==> src/rtl/dual_timer.sv <==
module dual_timer (
  input  logic       clk,
  input  logic       rst_n,
  input  logic       tick_pre,
  input  logic       ext_cnt0,
  input  logic       ext_cnt1,
  input  logic       gate_in0,
  input  logic       gate_pol0,
  input  logic [1:0] mode0,
  input  logic       ctr_sel0,
  input  logic       gate_en0,
  input  logic       run0,
  input  logic [1:0] mode1,
  input  logic       ctr_sel1,
  input  logic       run1,
  input  logic       fast_lo0,
  input  logic       fast_hi0,
  input  logic       fast1,
  input  logic       wr_en,
  input  logic [1:0] wr_sel,
  input  logic [7:0] wr_data,
  input  logic       clr_flag0,
  input  logic       clr_flag1,
  output logic [7:0] lo0,
  output logic [7:0] hi0,
  output logic [7:0] lo1,
  output logic [7:0] hi1,
  output logic       flag0,
  output logic       flag1,
  output logic       t1_ovf
);

  function automatic logic [16:0] step(input logic [1:0] m, input logic [7:0] lo, input logic [7:0] hi);
    logic [13:0] s13;
    logic [16:0] s16;
    s13 = {1'b0, hi, lo[4:0]} + 14'd1;
    s16 = {1'b0, hi, lo} + 17'd1;
    case (m)
      2'd0:    step = {s13[13], s13[12:5], lo[7:5], s13[4:0]};
      2'd1:    step = s16;
      2'd2:    step = (lo == 8'hFF) ? {1'b1, hi, hi} : {1'b0, hi, lo + 8'd1};
      default: step = {1'b0, hi, lo};
    endcase
  endfunction

  logic [2:0] sy0, sy1;
  logic [7:0] nl0, nh0, nl1, nh1;
  logic       ov0, ovh, ov1;
  logic [16:0] n0, n1;

  wire split  = (mode0 == 2'd3);
  wire fall0  = sy0[2] & ~sy0[1];
  wire fall1  = sy1[2] & ~sy1[1];
  wire tmr1   = fast1 | tick_pre;
  wire go_lo0 = run0 & (~gate_en0 | (gate_in0 ^ gate_pol0)) & (ctr_sel0 ? fall0 : (fast_lo0 | tick_pre));
  wire go_hi0 = split & run1 & (fast_hi0 | tick_pre);
  wire go1    = (mode1 != 2'd3) & (split ? tmr1 : (run1 & (ctr_sel1 ? fall1 : tmr1)));

  assign n0 = step(mode0, lo0, hi0);
  assign n1 = step(mode1, lo1, hi1);

  always_comb begin
    {nh0, nl0} = {hi0, lo0};
    ov0 = 1'b0;
    ovh = 1'b0;
    if (split) begin
      if (go_lo0) {ov0, nl0} = {1'b0, lo0} + 9'd1;
      if (go_hi0) {ovh, nh0} = {1'b0, hi0} + 9'd1;
    end else if (go_lo0) begin
      {ov0, nh0, nl0} = n0;
    end
    {ov1, nh1, nl1} = go1 ? n1 : {1'b0, hi1, lo1};
    if (wr_en) begin
      case (wr_sel)
        2'd0: nl0 = wr_data;
        2'd1: nh0 = wr_data;
        2'd2: nl1 = wr_data;
        default: nh1 = wr_data;
      endcase
    end
  end

  always_ff @(posedge clk or negedge rst_n) begin
    if (!rst_n) begin
      sy0    <= '0;
      sy1    <= '0;
      lo0    <= '0;
      hi0    <= '0;
      lo1    <= '0;
      hi1    <= '0;
      flag0  <= 1'b0;
      flag1  <= 1'b0;
      t1_ovf <= 1'b0;
    end else begin
      sy0    <= {sy0[1:0], ext_cnt0};
      sy1    <= {sy1[1:0], ext_cnt1};
      lo0    <= nl0;
      hi0    <= nh0;
      lo1    <= nl1;
      hi1    <= nh1;
      flag0  <= (flag0 & ~clr_flag0) | ov0;
      flag1  <= (flag1 & ~clr_flag1) | (split ? ovh : ov1);
      t1_ovf <= ov1;
    end
  end

endmodule


==> config.mk <==
export PLATFORM = sky130hd
export DESIGN_NAME = dual_timer
export DESIGN_NICKNAME = d
export VERILOG_FILES = /design/src/rtl/dual_timer.sv
export SDC_FILE = /design/constraint.sdc
export NUM_CORES = 1
export LEC_CHECK = 0
export BUFFER_PORTS_ARGS = -buffer_cell sky130_fd_sc_hd__clkbuf_2
export CAP_MARGIN = 20
export CORE_ASPECT_RATIO = 1.2
export CORE_UTILIZATION = 29
export DETAILED_ROUTE_END_ITERATION = 7
export PLACE_DENSITY = 0.48
export RECOVER_POWER = 50
export SETUP_SLACK_MARGIN = 0.1
export SLEW_MARGIN = 20
export SYNTH_ARGS = -nofsm -noshare
export SYNTH_HDL_FRONTEND = slang
export SYNTH_SLANG_ARGS = --single-unit
==> constraint.sdc <==
create_clock -name clk -period 2.2 [get_ports clk]
set_clock_uncertainty 0.1 [all_clocks]
set_input_delay 0.44 -clock clk [delete_from_list [all_inputs] [get_ports clk]]
set_output_delay 0.44 -clock clk [all_outputs]
set_load 0.005 [all_outputs]
==> results.md, run 1 <==
- Compound-Gate Fraction of Synth Area: roughly 30%
- Multi-input gate area: around 2200 um2
- Post-synth cell types: between 60 and 70
- DR vias/cell: about 5.7
- Avg Inst Size Synth: 7.87 um2
- Worst skew pair latency: 300 ps
- EDFF count, synth: 0
- Layout Utilization: approximately two fifths
- Rows: 42
- Critical path startpoint category: flip-flop
- Asr flop ratio synth: 100%
- Post-Synthesis Net Count: approximately 460
- CP Capture Type: flip-flop
- 1st-iter DRT viols: between 150 and 200
- M1 wire length: between 5 and 6 mm
- Clock sink count: 41
- Synth top area cells: dfrtp_1 (30%), nand2_1 (4.6%), o21ai_0 (4.0%), nand3_1 (3.4%), nor2_1 (2.9%)
- Area growth, synth to finish: 30.2%
- Share of cells above drive strength 1: between 20 and 30%
- Final WL: 13.2 mm
- Final Cycle Share: between 90 and 100%
- YS warnings: 0
- Die area: between 10,000 and 15,000 um2
- Seq cells post-synth: 41
- Filler instances: 1,196
- Cells after Synth: 429
- Synth Area in Simple Gates: between 20 and 30%
- Synth top cells by count: dfrtp_1 (41), nand2_1 (41), o21ai_0 (27)
- First-pass GRT wire length: ~21 mm
- Vias in the first global route: around 3,800
- Gpl congestion: just under 0.9
- Clk slew on worst S/H paths: around 70 ps
- Worst VDD drop: roughly 320 uV
- Arr. time, crit path: around 2200 ps
- Leakage: between 1.5 and 2 nW
- Top Ports: 67
- Port-buffer cells: 66
- Setup TNS: 0 ps
- First drt pass iteration count: 5
- Area share of the largest cell type after synthesis: 30.4%
- Max Slew Vio Count: 0
- Final hold violation count: 0
- Post-Synth Adder-Cell Area: 1.11%
- Chip Height: about 120 um
- Residual DRC: 0
- Vias: between 3,000 and 4,000
- Total grt overflow: 0
- Status: finished, final reports clean
- Worst hold path class: in -> reg
- Main combinational cell family by area after synthesis: compound AO/OA/AOI/OAI gates
- RSZ-0062 raised after global routing: true
- H-tree depth: 2
- Synthesized area: approximately 3400 um2
- Dpl hpwl: 10.1 mm
- Nets: between 500 and 600
- Root buffer cell: clkbuf_16
- Clock Path Buffers: 2
- Largest net degree at the start of global routing: 23
- Reg2reg setup slack: around 150 ps
- Total core area: ~11,000 um2
- Flip-flop and latch area: just over 1000 um2
- Top Layer Used: met4
- Min Clock Period, post-route: between 2000 and 2500 ps
- Cell Pwr Density: around 710 nW/um2
- Die X: 101 um
- Initial antenna violation count: 0
- Number of CTS-inserted buffers: 5
- Mux cell area share after synthesis: under 10%
- Critical path type: reg -> reg
- Critical path fanouts, max: 7
- Leading area contributor after synthesis: dfrtp_1
- Antenna Nets Post-Route: 0
- Worst-Margin Slew: about 1200 ps
- Register area share after synthesis: 30.4%
- CTS tree: done
- Drt wl/cell: between 15 and 20 um
- Max-Cap Viols: 0
- Met2 wire len: between 6 and 7 mm
- ANT cells: 0
- Slew margin rel.: approximately 22%
- Xor/xnor share of the synthesized area: 2.07%
- Met3 routed WL: between 600 and 700 um
- GRT Util Overall: about 22%
- Post-synth top flop: dfrtp_1
- Max Clk Rate: ~490 MHz
- Initial core utilization: slightly above 30%
- Final setup fails: 0
- Critical path required time: between 2000 and 2500 ps
==> per-layer routing <==
metal / vias up / GRT usage (%)
li1: 1849 / -
met2: 145 / 39.5
met3: 22 / 2.89
met5: - / 0
met4: 0 / 8.06
met1: 1873 / 27.9
==> power by group <==
group | switching [mW] | internal, mW | total (mW)
clock network | 0.355 | 0.421 | 0.776
registers | 0.180 | 0.889 | 1.07
logic | 0.705 | 0.572 | 1.28
==> cell usage in the layout (no fill, tap or decap), types with 6 or more instances in the layout <==
| master | Yosys | final |
|---|---|---|
| nor3_1 | 17 | 17 |
| dfrtp_1 | 41 | 41 |
| nor2_1 | 26 | 26 |
| a21oi_1 | 18 | 18 |
| mux2i_1 | 7 | 7 |
| a31oi_1 | 15 | 15 |
| o31ai_1 | 9 | 9 |
| nand4_1 | 12 | 12 |
| nand2_1 | 41 | 41 |
| nand3_1 | 23 | 23 |
| a211oi_1 | 6 | 6 |
| buf_4 | 3 | 60 |
| clkbuf_2 | 2 | 65 |
| xor2_1 | 6 | 6 |
| o22ai_1 | 6 | 6 |
| nor2b_1 | 8 | 8 |
| inv_1 | 9 | 9 |
| and3_1 | 10 | 9 |
| o21ai_0 | 27 | 27 |
==> kinds of logic after synthesis <==
group                      Yosys count
AOI/OAI and AO/OA                  143
xor gates and xnor gates             8
adders and majority gates            3
buffers and inverters               47
DFF                                 41
muxes                               10
and+or+nand+nor                    177
==> metrics by stage <==
stage	power, mW	hold WS, ps	worst slack [ps]	area (um2)	instances
after floorplan	1.74	44.4	166	3380	429
final	3.12	146	148	4400	685
after global routing	3.32	139	39.0	4400	685
after detailed placement	2.36	237	30.6	4240	676
after global placement	2.34	235	70.0	4240	676
after CTS	3.14	55.0	117	4390	684
==> repair_timing <==
action / 4_1_cts / 5_1_grt
resized for setup: 0 / 8
setup buffers: 0 / 1
hold buffers: 0 / 0
endpoints found under the setup margin: 0 / 13
==> area by class of cell <==
type | instances | share of cell area [%]
clock buffer | 5 | 2.84
tap | 154 | 4.38
sequential | 41 | 23.3
multi-input combinational | 341 | 49.6
clock inverter | 3 | 0.512
timing repair buffer | 131 | 18.5
inverter | 10 | 0.853
==> state kept, by name, summed over array words and instances (netlist names) <==
name and count:
t1_ovf 1, sy1 3, sy0 3, hi1 8, flag1 1, hi0 8
flag0 1, lo1 8, lo0 8
==> critical path, stage by stage, from the launching register on <==
cell      delay (ps)
dfrtp_1          350
clkbuf_1         200
and4_1           250
buf_4            170
nand3_1          100
a21oi_1          230
buf_4            170
a41oi_1          120
o31ai_1          260
==> path summary, 6_finish.rpt <==
path | from | end | cells after the start
hold / removal | ext_cnt0 | sy0[0] | 1
min in group asynchronous | rst_n | flag0 | 1
setup / recovery | lo1[1] | hi1[2] | 8
max in group asynchronous | rst_n | hi1[1] | 2
setup reg to reg | lo1[1] | hi1[2] | 8
hold reg to reg | sy1[0] | sy1[1] | 0
No activity file was read; power rests on OpenSTA's default activity.
==> run 2, diff against run 1 <==
- ABC_CLOCK_PERIOD_IN_PS: not set -> 2200
- CORE_MARGIN: not set -> 4
==> results.md, run 2 (same netlist as run 1, synthesis figures left out) <==
- Status: finished, final reports clean
- DR vias/cell: about 5.7
- Met3 routed WL: 648 um
- Fin Hold WS: around 160 ps
- Max Clk Rate: 499 MHz
- Max-Cap Viols: 0
- Port-buffer cells: 66
- Commonest non-fill, non-tap cells in the layout: clkbuf_2 (63), buf_4 (59), nand2_1 (41), dfrtp_1 (41), o21ai_0 (27)
- Critical path fanouts, max: 10
- Critical path required time: between 2000 and 2500 ps
- Slew margin rel.: around a quarter
- Area growth, synth to finish: 30.3%
- Final WL: between 10 and 15 mm
- Antenna Nets Post-Route: 0
- Nets: about 560
- Largest net degree at the start of global routing: 42
- Final Cycle Share: approximately 91%
- Vias in the first global route: 3,771
- Final setup fails: 0
- GRT Util Overall: about a fifth
- DP Cell Count: 674
- Worst path top cell family by delay: simple AND/OR/NAND/NOR gates
- CP Capture Type: flip-flop
- Hold-fix buffers, CTS: 0
- Critical path type: reg -> reg
- Top Layer Used: met4
- Commonest non-fill, non-tap cell in the layout: clkbuf_2
- Die X: 107 um
- Fin cells: 682
- Terminus of the critical flop-to-flop path: hi1[7]
- Worst setup margin: ~200 ps
- Place WS: a little under 30 ps
- Clock Path Buffers: 2
- Leakage: between 1.5 and 2 nW
- Dpl hpwl: about 10 mm
- Number of buffers and inverters on the critical path: 1
- Worst-Margin Slew: 1110 ps
- RSZ-0062 raised after global routing: false
- First drt pass iteration count: 7
- Origin of the critical flop-to-flop path: lo1[0]
- Number of CTS-inserted buffers: 5
- H-tree depth: 2
- Total Power: 3.23 mW
- Worst skew pair latency: about 280 ps
- Share of cells above drive strength 1: a little over a quarter
- Final hold violation count: 0
- Min-delay src: ext_cnt1
- Worst path cell trace: ha_1, nand4_1, buf_4, nor4_4, mux2i_1, nand3_1, a31o_2
- Total grt overflow: 0
- Worst-case reg-to-reg path depth: 7
- Critical path startpoint category: flip-flop
- DP Area: around 4200 um2
- Met2 wire len: 6.67 mm
- Final Instance Area: roughly 4400 um2
- Hold EP: sy1[0]
- Reg2reg setup slack: between 150 and 200 ps
- Top Ports: 67
- Root buffer cell: clkbuf_16
- First-pass GRT wire length: 20.8 mm
- Gpl congestion: slightly below 0.9
- Chip Height: approximately 130 um
- Cell Pwr Density: between 700 and 800 nW/um2
- CP peak stage delay: 350 ps
- Worst VDD drop: about 350 uV
- Drt wl/cell: around 19 um
- Worst hold path class: in -> reg
- Residual DRC: 0
- Rows: 42
- Clk slew on worst S/H paths: around 60 ps
- M1 wire length: 5.26 mm
- Min Clock Period, post-route: roughly 2000 ps
- Initial core utilization: a little under a third
- Initial antenna violation count: 0
- Max Slew Vio Count: 0
- Layout Utilization: about two fifths
- Die area: 13,400 um2
- 1st-iter DRT viols: ~180
- Clock sink count: roughly 40
- Vias: ~3,900
- Hold depth: 1
- Total core area: approximately 11,000 um2
- Arr. time, crit path: roughly 2100 ps
- Setup TNS: 0 ps
- Slowest library cell on the worst path: dfrtp_1
- CTS tree: done
- ANT cells: 0
run 2: cell types whose count changed in the layout (fill, tap and decap cells not counted), moves of 2 or more:
| cell | change |
|---|---|
| nor4_2 | -3 |
| clkbuf_2 | -2 |
| clkinvlp_4 | -3 |
| nor4_1 | +2 |
run 2: timing repair:
item,CTS,global route
pin swaps,0,1
gates resized for setup,1,7
setup buffers,0,0
endpoints found under the setup margin,1,6
run 2: layer usage:
layer,global-route usage (%),vias to the layer above
li1,-,1853
met1,24.0,1862
met2,34.3,142
met3,2.81,15
met4,5.19,0
met5,0,-
run 2: layout make-up:
type | count | area [um2]
Fill cell | 1180 | 6790
Multi-Input combinational cell | 341 | 2180
Sequential cell | 41 | 1030
Timing Repair Buffer | 128 | 797
Tap cell | 154 | 193
Clock buffer | 7 | 143
Inverter | 10 | 37.5
Clock inverter | 1 | 30.0
run 2: power by group:
part	leakage [nW]	internal, mW	switching, mW
Clock	0.0841	0.568	0.320
Combinational	1.25	0.577	0.699
Sequential	0.485	0.889	0.179
Total	1.82	2.03	1.20
run 2: how the worst max path moves through the flow:
stage / from / endpoint / slack (ps) / depth (start not counted)
6_report: lo1[0] / hi1[7] / 200 / 7
5_1_grt: lo0[0] / lo0[1] / 100 / 6
2_1_floorplan: lo1[0] / hi1[7] / 170 / 7
4_1_cts: lo1[0] / hi1[7] / 120 / 7
3_3_place_gp: ctr_sel0 / hi0[3] / 60 / 6
3_5_place_dp: ctr_sel0 / hi0[3] / 30 / 6
==> run 3, diff against run 2 <==
- ABC_CLOCK_PERIOD_IN_PS: 2200 -> 1820
- CORE_UTILIZATION: 29 -> 30
- PLACE_DENSITY: 0.48 -> 0.51
- clock period: 2.2 -> 1.82 ns (I/O delays scaled with it)
==> results.md, run 3 (same netlist as run 1, synthesis figures left out) <==
- Worst skew pair latency: between 200 and 300 ps
- Critical path fanouts, max: 8
- Worst VDD drop: 346 uV
- Initial antenna violation count: 0
- Cell Pwr Density: between 700 and 800 nW/um2
- First drt pass iteration count: 5
- Largest net degree at the start of global routing: 42
- Min Clock Period, post-route: about 1900 ps
- Origin of the critical flop-to-flop path: sy0[1]
- Residual DRC: 0
- Arr. time, crit path: slightly below 2000 ps
- Max-Cap Viols: 0
- Worst setup margin: -96.5 ps
- Max Clk Rate: around 520 MHz
- Critical path type: reg -> reg
- Critical Path Most Common Cell: buf_6
- Root buffer cell: clkbuf_16
- RSZ-0062 raised after global routing: true
- Final Instance Area: between 5000 and 6000 um2
- Worst path cell trace: nand3b_1, a221o_2, buf_6, a211oi_4, buf_6, mux2i_1, nand3_1
- Final setup fails: 21
- Slew margin rel.: 58.6%
- Violated checks: setup timing
- DP Area: 4750 um2
- ANT cells: 0
- Drt wl/cell: ~20 um
- Rows: 42
- Max Slew Vio Count: 0
- Vias: ~4,400
- CTS tree: done
- Number of CTS-inserted buffers: 5
- Share of cells above drive strength 1: 51.9%
- Top Ports: 67
- Leakage: between 2 and 2.5 nW
- Vias in the first global route: roughly 4,500
- CP peak stage delay: between 400 and 500 ps
- Total grt overflow: 0
- Chip Height: 124 um
- Commonest non-fill, non-tap cells in the layout: buf_4 (122), clkbuf_2 (66), nand2_1 (38), dfrtp_1 (38), buf_6 (32)
- Min-delay src: ext_cnt1
- Hold EP: sy1[0]
- Clock Path Buffers: 2
- Worst-case reg-to-reg path depth: 7
- Die X: around 100 um
- Reg2reg setup slack: -100 ps
- Clock sink count: 41
- GRT Util Overall: between 20% and 30%
- DR vias/cell: between 5 and 6
- Worst-Margin Slew: 621 ps
- 1st-iter DRT viols: approximately 190
- Antenna Nets Post-Route: 0
- Area growth, synth to finish: 71.4%
- H-tree depth: 2
- Final WL: roughly 15 mm
- Gpl congestion: slightly above 0.9
- Status: finished with violations
- Hold depth: 1
- First-pass GRT wire length: 23.5 mm
- Crit path from: sy0[1]
- Critical path required time: ~1900 ps
- Slowest library cell on the worst path: a221o_2
- Terminus of the critical flop-to-flop path: hi0[4]
- Final Cycle Share: 105%
- Initial core utilization: 30.6%
- Commonest non-fill, non-tap cell in the layout: buf_4
- Critical path startpoint category: flip-flop
- Fin Hold WS: just over 80 ps
- Final hold violation count: 0
- Clk slew on worst S/H paths: roughly 70 ps
- Total core area: 11,000 um2
- Nets: ~660
- Die area: ~13,000 um2
- Dpl hpwl: between 10 and 15 mm
- CP Capture Type: flip-flop
- Worst hold path class: in -> reg
- Port-buffer cells: between 60 and 70
## run 3: changes by cell type in the layout (fill, tap and decap cells not counted), moves of 6 or more
cell / previous run / this run
nand3_1: 23 / 13
o21ai_0: 27 / 11
a21oi_2: 0 / 6
buf_6: 0 / 32
buf_4: 59 / 122
nor3_1: 17 / 8
o21ai_1: 0 / 12
a21oi_1: 18 / 10
## run 3: repair_timing
item                                   in CTS  in global routing
gates resized for setup                    83                 61
hold buffers                                1                  0
setup buffers                              23                 14
pin swaps                                  42                 50
setup endpoints to repair                  35                 35
endpoints found under the hold margin      41                  0
## run 3: worst max path at each step
stage / to / slack (ps)
2_1_floorplan: lo0[5] / -90
3_5_place_dp: lo0[6] / -280
3_3_place_gp: hi0[4] / -260
4_1_cts: hi0[4] / -120
5_1_grt: hi0[4] / -200
6_report: hi0[4] / -100
## run 3: per-layer routing
metal  wire length, um  vias up  share of wire [%]  GRT usage (%)
met4               772        0                5.2           12.4
li1                  -     2043                  -              -
met2              7680      151                 52           39.9
met1              5740     2142                 39           25.0
met5                 0        -                  0              0
met3               667       53                4.5           3.27
## run 3: cell type report
class	instances	area, um2
clock buffers	8	136
fillers	1036	5250
inverters	10	37.5
multi-input cells	341	2770
flip-flops and latches	41	1030
well taps	132	165
repair buffers	224	1650
## run 3: report_power, final
part	switching (mW)	total, mW	leakage [nW]	internal, mW
clock network	0.387	0.899	0.0652	0.512
registers	0.201	1.28	0.482	1.08
logic	1.20	2.42	1.91	1.23
## run 3: through the flow
| stage | total power [mW] | TNS, ps | setup WS (ps) | instances | utilization, % |
|---|---|---|---|---|---|
| after floorplan | 2.15 | -770 | -92.8 | 429 | - |
| after detailed placement | 3.14 | -3990 | -285 | 710 | 43.1 |
| final | 4.60 | -1040 | -96.5 | 756 | 52.4 |
| after global placement | 3.12 | -3210 | -264 | 710 | 43.1 |
| after global routing | 4.88 | -3310 | -196 | 756 | 52.4 |
| after CTS | 4.36 | -1270 | -125 | 742 | 49.2 |
## run 3: critical path, delay by kind of cell, from the launching register on
family | cells | cell delay (ps)
AOI/OAI and AO/OA | 2 | 590
DFF | 1 | 370
buffers and inverters | 2 | 310
and+or+nand+nor | 2 | 240
muxes | 1 | 170
